### config.mk
export PLATFORM = sky130hd
export DESIGN_NAME = pt_walker
export DESIGN_NICKNAME = d
export VERILOG_FILES = /design/src/rtl/ptw_pkg.sv /design/src/rtl/ptw_fmt_decode.sv /design/src/rtl/ptw_index.sv /design/src/rtl/ptw_pte_check.sv /design/src/rtl/pt_walker.sv
export SDC_FILE = /design/constraint.sdc
export NUM_CORES = 1
export LEC_CHECK = 0
export BUFFER_PORTS_ARGS = -buffer_cell sky130_fd_sc_hd__buf_4
export CORE_ASPECT_RATIO = 0.7
export CORE_MARGIN = 4
export CORE_UTILIZATION = 25
export CTS_CLUSTER_DIAMETER = 40
export DETAILED_ROUTE_END_ITERATION = 8
export GPL_TIMING_DRIVEN = 0
export HOLD_SLACK_MARGIN = 0.02
export MAX_ROUTING_LAYER = met4
export SYNTH_ARGS = -nofsm -noshare
export SYNTH_HDL_FRONTEND = slang
export SYNTH_SLANG_ARGS = --single-unit
### constraint.sdc
create_clock -name clk_i -period 5.95 [get_ports clk_i]
set_clock_uncertainty 0.05 [all_clocks]
set_input_delay 1.19 -clock clk_i [delete_from_list [all_inputs] [get_ports clk_i]]
set_output_delay 1.19 -clock clk_i [all_outputs]
set_load 0.02 [all_outputs]
### src/rtl/ptw_pkg.sv
package ptw_pkg;
  localparam logic [1:0] FMT_W32L2 = 2'd0;
  localparam logic [1:0] FMT_W64L3 = 2'd1;
  localparam logic [1:0] FMT_W64L4 = 2'd2;

  localparam logic [1:0] ACC_STORE = 2'd1;
  localparam logic [1:0] ACC_FETCH = 2'd2;

  localparam int B_V = 0;
  localparam int B_R = 1;
  localparam int B_W = 2;
  localparam int B_X = 3;
  localparam int B_U = 4;
  localparam int B_A = 6;
  localparam int B_D = 7;

  localparam int IDX_N32 = 10;
  localparam int IDX_N64 = 9;
  localparam int LVL_N32 = 2;
  localparam int LVL_N64S = 3;
  localparam int LVL_N64L = 4;

  typedef enum logic [2:0] {
    ST_IDLE, ST_READ, ST_WAIT, ST_WB, ST_WB_WAIT, ST_DONE
  } ptw_state_e;
endpackage

### src/rtl/ptw_fmt_decode.sv
module ptw_fmt_decode
  import ptw_pkg::*;
#(
  parameter int XLEN     = 64,
  parameter int PG_SHIFT = 12
) (
  input  logic [1:0]      fmt_i,
  input  logic [XLEN-1:0] va_i,
  output logic [2:0]      levels_o,
  output logic [3:0]      idx_bits_o,
  output logic            wide_o,
  output logic            fmt_ok_o,
  output logic            canon_o
);
  logic [XLEN-1:0] hi, msk;
  int vab;

  always_comb begin
    fmt_ok_o = 1'b1;
    unique case (fmt_i)
      FMT_W32L2: begin levels_o = 3'(LVL_N32);  idx_bits_o = 4'(IDX_N32); wide_o = 1'b0; end
      FMT_W64L3: begin levels_o = 3'(LVL_N64S); idx_bits_o = 4'(IDX_N64); wide_o = 1'b1; end
      FMT_W64L4: begin levels_o = 3'(LVL_N64L); idx_bits_o = 4'(IDX_N64); wide_o = 1'b1; end
      default:   begin levels_o = 3'd1; idx_bits_o = 4'(IDX_N64); wide_o = 1'b1; fmt_ok_o = 1'b0; end
    endcase
  end

  // upper bits from width-1 upward must all match
  always_comb begin
    vab     = PG_SHIFT + int'(levels_o) * int'(idx_bits_o);
    hi      = va_i >> (vab - 1);
    msk     = {XLEN{1'b1}} >> (vab - 1);
    canon_o = !wide_o || (hi == '0) || (hi == msk);
  end
endmodule

### src/rtl/ptw_index.sv
module ptw_index #(
  parameter int XLEN     = 64,
  parameter int PG_SHIFT = 12,
  parameter int LVL_W    = 2
) (
  input  logic [XLEN-1:0]  base_i,
  input  logic [XLEN-1:0]  va_i,
  input  logic [LVL_W-1:0] lvl_i,
  input  logic [3:0]       idx_bits_i,
  input  logic             wide_i,
  output logic [XLEN-1:0]  addr_o,
  output logic [XLEN-1:0]  low_vpn_o
);
  int below;
  logic [XLEN-1:0] idx;

  always_comb begin
    below     = int'(lvl_i) * int'(idx_bits_i);
    idx       = (va_i >> (PG_SHIFT + below)) & ((XLEN'(1) << idx_bits_i) - XLEN'(1));
    addr_o    = base_i + (wide_i ? (idx << 3) : (idx << 2));
    low_vpn_o = (va_i >> PG_SHIFT) & ((XLEN'(1) << below) - XLEN'(1));
  end
endmodule

### src/rtl/ptw_pte_check.sv
module ptw_pte_check
  import ptw_pkg::*;
(
  input  logic [4:0] flags_i,
  input  logic [1:0] acc_i,
  input  logic       sup_i,
  input  logic       uprot_i,
  output logic       valid_o,
  output logic       ptr_o,
  output logic       grant_o
);
  logic kind_ok, pum_hit, priv_ok;

  always_comb begin
    valid_o = flags_i[B_V];
    ptr_o   = flags_i[B_V] && !flags_i[B_R] && !flags_i[B_W] && !flags_i[B_X];
    unique case (acc_i)
      ACC_STORE: kind_ok = flags_i[B_W];
      ACC_FETCH: kind_ok = flags_i[B_X];
      default:   kind_ok = flags_i[B_R];
    endcase
    pum_hit = uprot_i && flags_i[B_U] && kind_ok;
    priv_ok = sup_i || flags_i[B_U];
    grant_o = kind_ok && priv_ok && !pum_hit;
  end
endmodule

### src/rtl/pt_walker.sv
module pt_walker
  import ptw_pkg::*;
#(
  parameter int XLEN     = 64,
  parameter int PG_SHIFT = 12,
  parameter int PPN_LSB  = 10
) (
  input  logic                 clk_i,
  input  logic                 rst_ni,
  input  logic                 start_i,
  input  logic [1:0]           fmt_i,
  input  logic [1:0]           acc_i,
  input  logic                 sup_i,
  input  logic                 uprot_i,
  input  logic [XLEN-1:0]      va_i,
  input  logic [XLEN-PG_SHIFT-1:0] root_i,
  output logic                 busy_o,
  output logic                 done_o,
  output logic                 fault_o,
  output logic [XLEN-1:0]      ppage_o,
  output logic                 mem_req_o,
  output logic                 mem_we_o,
  output logic                 mem_wide_o,
  output logic [XLEN-1:0]      mem_addr_o,
  output logic [XLEN-1:0]      mem_wdata_o,
  input  logic                 mem_ack_i,
  input  logic                 mem_err_i,
  input  logic [XLEN-1:0]      mem_rdata_i
);
  localparam int LVL_W = 2;

  ptw_state_e state_q;
  logic [1:0]       fmt_q, acc_q;
  logic             sup_q, uprot_q, fault_q;
  logic [XLEN-1:0]  va_q, base_q, pte_q, ppage_q;
  logic [LVL_W-1:0] lvl_q;

  logic             idle;
  logic [1:0]       fmt_sel;
  logic [XLEN-1:0]  va_sel;
  logic [2:0]       levels;
  logic [3:0]       idx_bits;
  logic             wide, fmt_ok, canon;
  logic [XLEN-1:0]  ent_addr, low_vpn, pte_rd, ppn_rd;
  logic             pte_valid, pte_ptr, pte_grant;

  assign idle    = (state_q == ST_IDLE);
  assign fmt_sel = idle ? fmt_i : fmt_q;
  assign va_sel  = idle ? va_i : va_q;

  ptw_fmt_decode #(.XLEN(XLEN), .PG_SHIFT(PG_SHIFT)) u_dec (
    .fmt_i(fmt_sel), .va_i(va_sel), .levels_o(levels), .idx_bits_o(idx_bits),
    .wide_o(wide), .fmt_ok_o(fmt_ok), .canon_o(canon)
  );

  ptw_index #(.XLEN(XLEN), .PG_SHIFT(PG_SHIFT), .LVL_W(LVL_W)) u_idx (
    .base_i(base_q), .va_i(va_q), .lvl_i(lvl_q), .idx_bits_i(idx_bits),
    .wide_i(wide), .addr_o(ent_addr), .low_vpn_o(low_vpn)
  );

  // narrow entries ignore the upper half of the read data
  assign pte_rd = wide ? mem_rdata_i : {{(XLEN-32){1'b0}}, mem_rdata_i[31:0]};
  assign ppn_rd = pte_rd >> PPN_LSB;

  ptw_pte_check u_chk_pte (
    .flags_i(pte_rd[4:0]), .acc_i(acc_q), .sup_i(sup_q), .uprot_i(uprot_q),
    .valid_o(pte_valid), .ptr_o(pte_ptr), .grant_o(pte_grant)
  );

  always_ff @(posedge clk_i or negedge rst_ni) begin
    if (!rst_ni) begin
      state_q <= ST_IDLE;
      fmt_q   <= '0;
      acc_q   <= '0;
      sup_q   <= 1'b0;
      uprot_q <= 1'b0;
      va_q    <= '0;
      base_q  <= '0;
      pte_q   <= '0;
      lvl_q   <= '0;
      fault_q <= 1'b0;
      ppage_q <= '0;
    end else begin
      unique case (state_q)
        ST_IDLE: if (start_i) begin
          fmt_q   <= fmt_i;
          acc_q   <= acc_i;
          sup_q   <= sup_i;
          uprot_q <= uprot_i;
          va_q    <= va_i;
          base_q  <= XLEN'(root_i) << PG_SHIFT;
          lvl_q   <= LVL_W'(levels - 3'd1);
          ppage_q <= '0;
          if (!fmt_ok || !canon) begin
            fault_q <= 1'b1;
            state_q <= ST_DONE;
          end else begin
            fault_q <= 1'b0;
            state_q <= ST_READ;
          end
        end
        ST_READ: state_q <= ST_WAIT;
        ST_WAIT: if (mem_ack_i) begin
          pte_q <= pte_rd;
          if (mem_err_i || !pte_valid) begin
            fault_q <= 1'b1;
            state_q <= ST_DONE;
          end else if (pte_ptr) begin
            if (lvl_q == '0) begin
              fault_q <= 1'b1;
              state_q <= ST_DONE;
            end else begin
              base_q  <= ppn_rd << PG_SHIFT;
              lvl_q   <= lvl_q - 1'b1;
              state_q <= ST_READ;
            end
          end else if (!pte_grant) begin
            fault_q <= 1'b1;
            state_q <= ST_DONE;
          end else begin
            ppage_q <= (ppn_rd | low_vpn) << PG_SHIFT;
            state_q <= ST_WB;
          end
        end
        ST_WB: state_q <= ST_WB_WAIT;
        ST_WB_WAIT: if (mem_ack_i) begin
          if (mem_err_i) begin
            fault_q <= 1'b1;
            ppage_q <= '0;
          end
          state_q <= ST_DONE;
        end
        ST_DONE: state_q <= ST_IDLE;
        default: state_q <= ST_IDLE;
      endcase
    end
  end

  assign busy_o      = !idle;
  assign done_o      = (state_q == ST_DONE);
  assign fault_o     = fault_q;
  assign ppage_o     = ppage_q;
  assign mem_req_o   = (state_q == ST_READ) || (state_q == ST_WB);
  assign mem_we_o    = (state_q == ST_WB);
  assign mem_wide_o  = wide;
  assign mem_addr_o  = ent_addr;
  assign mem_wdata_o = pte_q | (XLEN'(1) << B_A) | (XLEN'(acc_q == ACC_STORE) << B_D);
endmodule

# After elaboration in Yosys (flattened, before gate mapping)
# Index checks and enable logic that the tools add are counted.
dict set report op_classes {
  n_shift 5
  n_mul 2
  mux 48
  bitwise 4
  add_sub_neg 8
  eq_ne 21
  n_reduce_logical 34
}
# cell count
set ops {}
lappend ops {{$mux 64} 15}
lappend ops {{$pmux 64 s3} 1}
lappend ops {{$pmux 64 s2} 1}
lappend ops {{$add 5x32->32 const A} 2}
lappend ops {{$add 64x64->64} 1}
lappend ops {{$eq 64x64->1} 1}
lappend ops {{$logic_not 64->1} 1}
lappend ops {{$or 64x8->64} 1}
lappend ops {{$shr 64x32->62} 1}
lappend ops {{$shr 64x32->64} 1}
lappend ops {{$shr 64x32->64 const A} 1}
lappend ops {{$and 62x62->62} 1}
lappend ops {{$shl 1x4->62 const A} 1}
lappend ops {{$sub 62x1->62 const B} 1}
lappend ops {{$and 52x52->52} 1}
lappend ops {{$or 52x52->52} 1}
lappend ops {{$shl 1x6->52 const A} 1}
lappend ops {{$sub 52x1->52 const B} 1}
lappend ops {{$sub 32x2->32 const B} 1}
lappend ops {{$mux 3} 8}
lappend ops {{$ne 2x2->1 const B} 9}
lappend ops {{$pmux 3 s5} 1}
lappend ops {{$mux 2} 7}
lappend ops {{$mux 1} 11}
lappend ops {{26 further kinds} 52}
dict set report word_totals {
  output_inout_bits 198
  input_bits 191
  word_cells 133
  ff_bits 268
}

# Logic depth before layout (Yosys ltp)
dict set report logic_depth {
  ltp_word 16
  mapped_depth 22
  mapped_depth_nobuf 16
}

# Modules after synthesis
# A second synthesis with hierarchy kept.
dict set report hier_totals {
  cells_unflattened 2877
  area_unflattened_um2 24379.6
}
# module area_each_um2 cells_per_inst seq_area_each_um2 n_inst
set by_module_without_submodules {}
lappend by_module_without_submodules {pt_walker 11245.8 899 6080.8 1}
lappend by_module_without_submodules {ptw_index 8012.7 1175 0.0 1}
lappend by_module_without_submodules {ptw_fmt_decode 5032.3 792 0.0 1}
lappend by_module_without_submodules {ptw_pte_check 88.8 11 0.0 1}

# Least setup slack after synthesis
# No wires, ideal clock.
dict set report synth_path {
  path_type {input port to output port}
  startpoint {input port fmt_i[0]}
  endpoint {output port mem_addr_o[11]}
  required_time_ns 4.710
  arrival_time_ns 5.438
  path_buffers 6
  stages 19
  path_slack_ns -0.728
  path_cell_list {buf_4 -> or4b_4 -> nand2_2 -> inv_2 -> buf_4 -> ha_1 -> buf_2 -> inv_1 -> clkbuf_1 -> nor2_1 -> ha_1 -> clkbuf_1 -> inv_1 -> buf_1 -> mux2i_1 -> mux4_2 -> a21oi_1 -> nor2_1 -> a211oi_1}
}
dict set report synth_between {
  elab_chain_len 9
  elab_cells_between_ends 11
}
# element line_no
set synth_lines {}
lappend synth_lines {{start: declaration} pt_walker.sv:11} ;# input logic [1:0] fmt_i,
lappend synth_lines {{$mux 2 (*)} pt_walker.sv:48} ;# assign fmt_sel = idle ? fmt_i : fmt_q;
lappend synth_lines {{$logic_not 2->1 (*)} ptw_fmt_decode.sv:20} ;# unique case (fmt_i)
lappend synth_lines {{$mux 2} ptw_fmt_decode.sv:20}
lappend synth_lines {{$mul 2x4->6} ptw_index.sv:18} ;# below = int'(lvl_i) * int'(idx_bits_i);
lappend synth_lines {{$add 5x32->32} ptw_index.sv:19} ;# idx = (va_i >> (PG_SHIFT + below)) & ((XLEN'(1) << idx_bits_i) - XLEN'(1));
lappend synth_lines {{$shr 64x32->62} ptw_index.sv:19}
lappend synth_lines {{$and 62x62->62} ptw_index.sv:19}
lappend synth_lines {{$mux 64 (*)} ptw_index.sv:20} ;# addr_o = base_i + (wide_i ? (idx << 3) : (idx << 2));
lappend synth_lines {{$add 64x64->64 (*)} ptw_index.sv:20}
lappend synth_lines {{end: declaration} pt_walker.sv:24} ;# output logic [XLEN-1:0] mem_addr_o,
# Every way passes the cells marked *; elsewhere a longest branch is shown, timed or not.

# Worst setup path after layout
dict set report layout_path {
  startpoint {input port fmt_i[0]}
  endpoint {output port mem_addr_o[6]}
}
# The elaborated chain is that of the path after synthesis.

==> results.py <==
metrics = {
    "floorplanning": {
        "start_util": 0.252,
        "rows": 81,
        "die-area_um2": 75000,
        "io_pins": 389,
        "core_um2": 69900,
        "die_x_um": 326,
        "die_y_um": 230,
    },
    "timing": {
        "rsz0062_at_grt": "true",
        "slew_headroom": 0.171,
        "period_needed_ps": 5870,
        "final.period_utilization": 0.986,
        "fin_ws_ps": 81.0,
        "hold_viol": 0,
        "slew_viol_final": 0,
        "hold-worst-slack_ps": 427,
        "worst_pin_slew_ps": 1240,
        "max_freq_ghz": 0.170,
        "setup_viol": 0,
    },
    "outcome": {
        "outcome": "finished clean",
    },
    "logic_synthesis": {
        "syn_area_um2": 17600,
        "ys_dominant_reg_cell": "dfrtp_1",
        "yosysUniqueCellTypes": 93,
        "yosys_register_bits": 242,
        "synth_edf_count": 0,
        "yosys_warnings": 0,
        "syn_area_per_cell_um2": 9.33,
        "async_flop_share": 1.00,
        "seq_area_frac_synth": 0.343,
        "synth_cells": 1891,
    },
    "detailed_routing": {
        "ant_nets": 0,
        "wl_mm": 84.8,
        "drt_pass1_iterations": 6,
        "vias": 17535,
        "first_iter_violations": 1976,
        "drc": 0,
        "routedWlPerCell_um": 25.7,
        "vias_per_cell": 5.31,
    },
    "placement": {
        "gp_congestion": 1.01,
        "pre_cts_ws_ps": -1330,
        "port_buffers": 369,
        "dpl_cell_area_um2": 21700,
        "hpwl_mm": 66.4,
    },
    "layout": {
        "multi_input_area_um2": 10600,
        "final_cell_mix": "buf_4, nand2_1, dfrtp_1",
        "layout-drive-gt1-share": 0.367,
        "final_common_cell": "buf_4",
        "fin_nets": 2553,
        "syn2layout_area_growth_pct": 34.9,
        "regArea_um2": 6060,
        "final_area_um2": 23800,
        "fillers": 7229,
    },
    "worst_setup_path": {
        "worstSetupEndpointType": "output pin",
        "arrival_ps": 4630,
        "path_max_fanout": 10,
        "cp_data_required_time_ps": 4710,
        "crit_type": "input port to output pin",
        "r2r_slack_ps": 360,
        "start_kind": "input port",
    },
    "grt": {
        "antenna_found_initial": 4,
        "grtUsageMet1": 0.309,
        "use_met2": 0.323,
        "grt_busiest_layer": "met2",
        "grt_usage": 0.223,
        "grt_pass1_wl_mm": 121,
        "grt_max_degree": 94,
        "grt_overflow": 0,
        "grt_pass1_vias": 16831,
        "globalRouteMet3Util": 0.0667,
    },
    "clock_tree": {
        "tritoncts": "done",
        "clock_latency_ps": 590,
        "cts.sinks": 242,
        "htreeDepth": 2,
        "numCtsBuffers": 45,
        "clk_pin_slew_ps": 50,
        "cts_root_buffer": "clkbuf_16",
        "cts_max_path_buffers": 3,
    },
    "power": {
        "leakagePower_nw": 10.9,
        "power_density_nw_per_um2": 787,
        "vdd_drop_max_uv": 314,
    },
    "hold_path": {
        "hold_class": "flop to flop",
    },
    "flow_run": {
        "maxCapViolCount": 0,
    },
}
==> cell usage after synthesis (13+ instances only) <==
library cell / number / share of area
nand2_1: 270 / 0.057
dfrtp_1: 242 / 0.34
mux2i_1: 180 / 0.10
mux2_2: 154 / 0.098
o21ai_0: 139 / 0.039
a21oi_1: 96 / 0.027
nor2_1: 93 / 0.020
clkbuf_1: 88 / 0.019
buf_4: 85 / 0.036
nand3_1: 61 / 0.017
mux4_2: 42 / 0.054
xnor2_1: 39 / 0.019
a211oi_1: 36 / 0.015
buf_2: 30 / 0.0085
and3_1: 28 / 0.0099
o31ai_1: 24 / 0.010
a21o_1: 20 / 0.0085
inv_1: 19 / 0.0040
nor3_1: 19 / 0.0054
buf_1: 15 / 0.0032
xor2_1: 15 / 0.0074
o211ai_1: 13 / 0.0055
==> report_power, final <==
part	internal [mW]	total, mW	leakage, nW	switching [mW]
Sequential	2.39	3.34	3.04	0.949
Combinational	5.26	12.9	7.14	7.66
Clock	1.49	2.49	0.702	0.996
Total	9.13	18.7	10.9	9.60
==> final timing paths <==
path | startpoint | depth (start not counted) | end
max | fmt_i[0] | 17 | mem_addr_o[6]
min | ppage_o[12] | 2 | ppage_o[12]
max reg2reg | state_q[1] | 19 | state_q[2]
min reg2reg | ppage_o[12] | 2 | ppage_o[12]
max in group asynchronous | rst_ni | 3 | va_q[62]
min in group asynchronous | rst_ni | 1 | pte_q[40]
==> registers in the layout (all words and copies together), names as in the netlist <==
signal and cells:
fault_o 1, fmt_q 2, sup_q 1, pte_q 63, va_q 63, state_q 3, acc_q 2, base_q 52
uprot_q 1, lvl_q 2, ppage_o 52
==> timing repair <==
item | in CTS | in global routing
hold endpoints to repair | 0 | 0
hold buffers | 0 | 0
cloned | 2 | 0
buffers inserted | 21 | 6
pin swaps | 6 | 10
endpoints found under the setup margin | 10 | 12
gates resized for setup | 78 | 30
==> critical path: stages <==
cell       delay [ps]
buf_12             70
or4b_4            530
nand2_8           130
inv_12             50
ha_4              230
nand2b_4          160
buf_6             140
buf_12            140
bufbuf_16         280
mux2i_4           220
mux2i_2           110
buf_4             150
mux4_2            470
mux2i_1           190
a211oi_2          130
mux2_4            290
buf_6             130
==> logic make-up (layout without fill, tap and decap cells) <==
| kind of cell | after synthesis | count (layout) | share of synthesized area |
|---|---|---|---|
| AOI/OAI and AO/OA | 421 | 421 | 0.155 |
| muxes | 378 | 378 | 0.255 |
| adders and majority gates | 13 | 13 | 0.00908 |
| and+or+nand+nor | 538 | 538 | 0.137 |
| buffers and inverters | 243 | 722 | 0.0732 |
| other | 2 | 20 | 0.000426 |
| xor gates and xnor gates | 54 | 54 | 0.0268 |
| DFF | 242 | 242 | 0.343 |
==> per-stage QoR <==
stage,setup TNS (ps),utilization,instances,power (mW)
CTS,0,0.339,3294,18.3
floorplan,0,-,1906,10.7
global placement,-13500,0.310,3188,15.2
finish,0,0.340,3301,18.7
detailed placement,-12810,0.311,3190,15.2
global route,-45.5,0.340,3300,19.6
==> layout make-up <==
cell class	instances	share of cell area
inverters	22	0.00441
clock inverters	32	0.0122
plain buffers	218	0.0568
flip-flops and latches	242	0.254
multi-input cells	1421	0.445
repair buffers	399	0.130
clock buffers	50	0.0489
diodes	3	0.000315
repair inverters	1	0.000368
well taps	913	0.0480
==> per-layer routing <==
metal / vias to the layer above / routed length, um
met1: 8703 / 38000
met3: 130 / 9220
met4: 0 / 1800
met5: - / 0
li1: 7715 / -
met2: 987 / 35700
No activity file was read; power rests on OpenSTA's default activity.
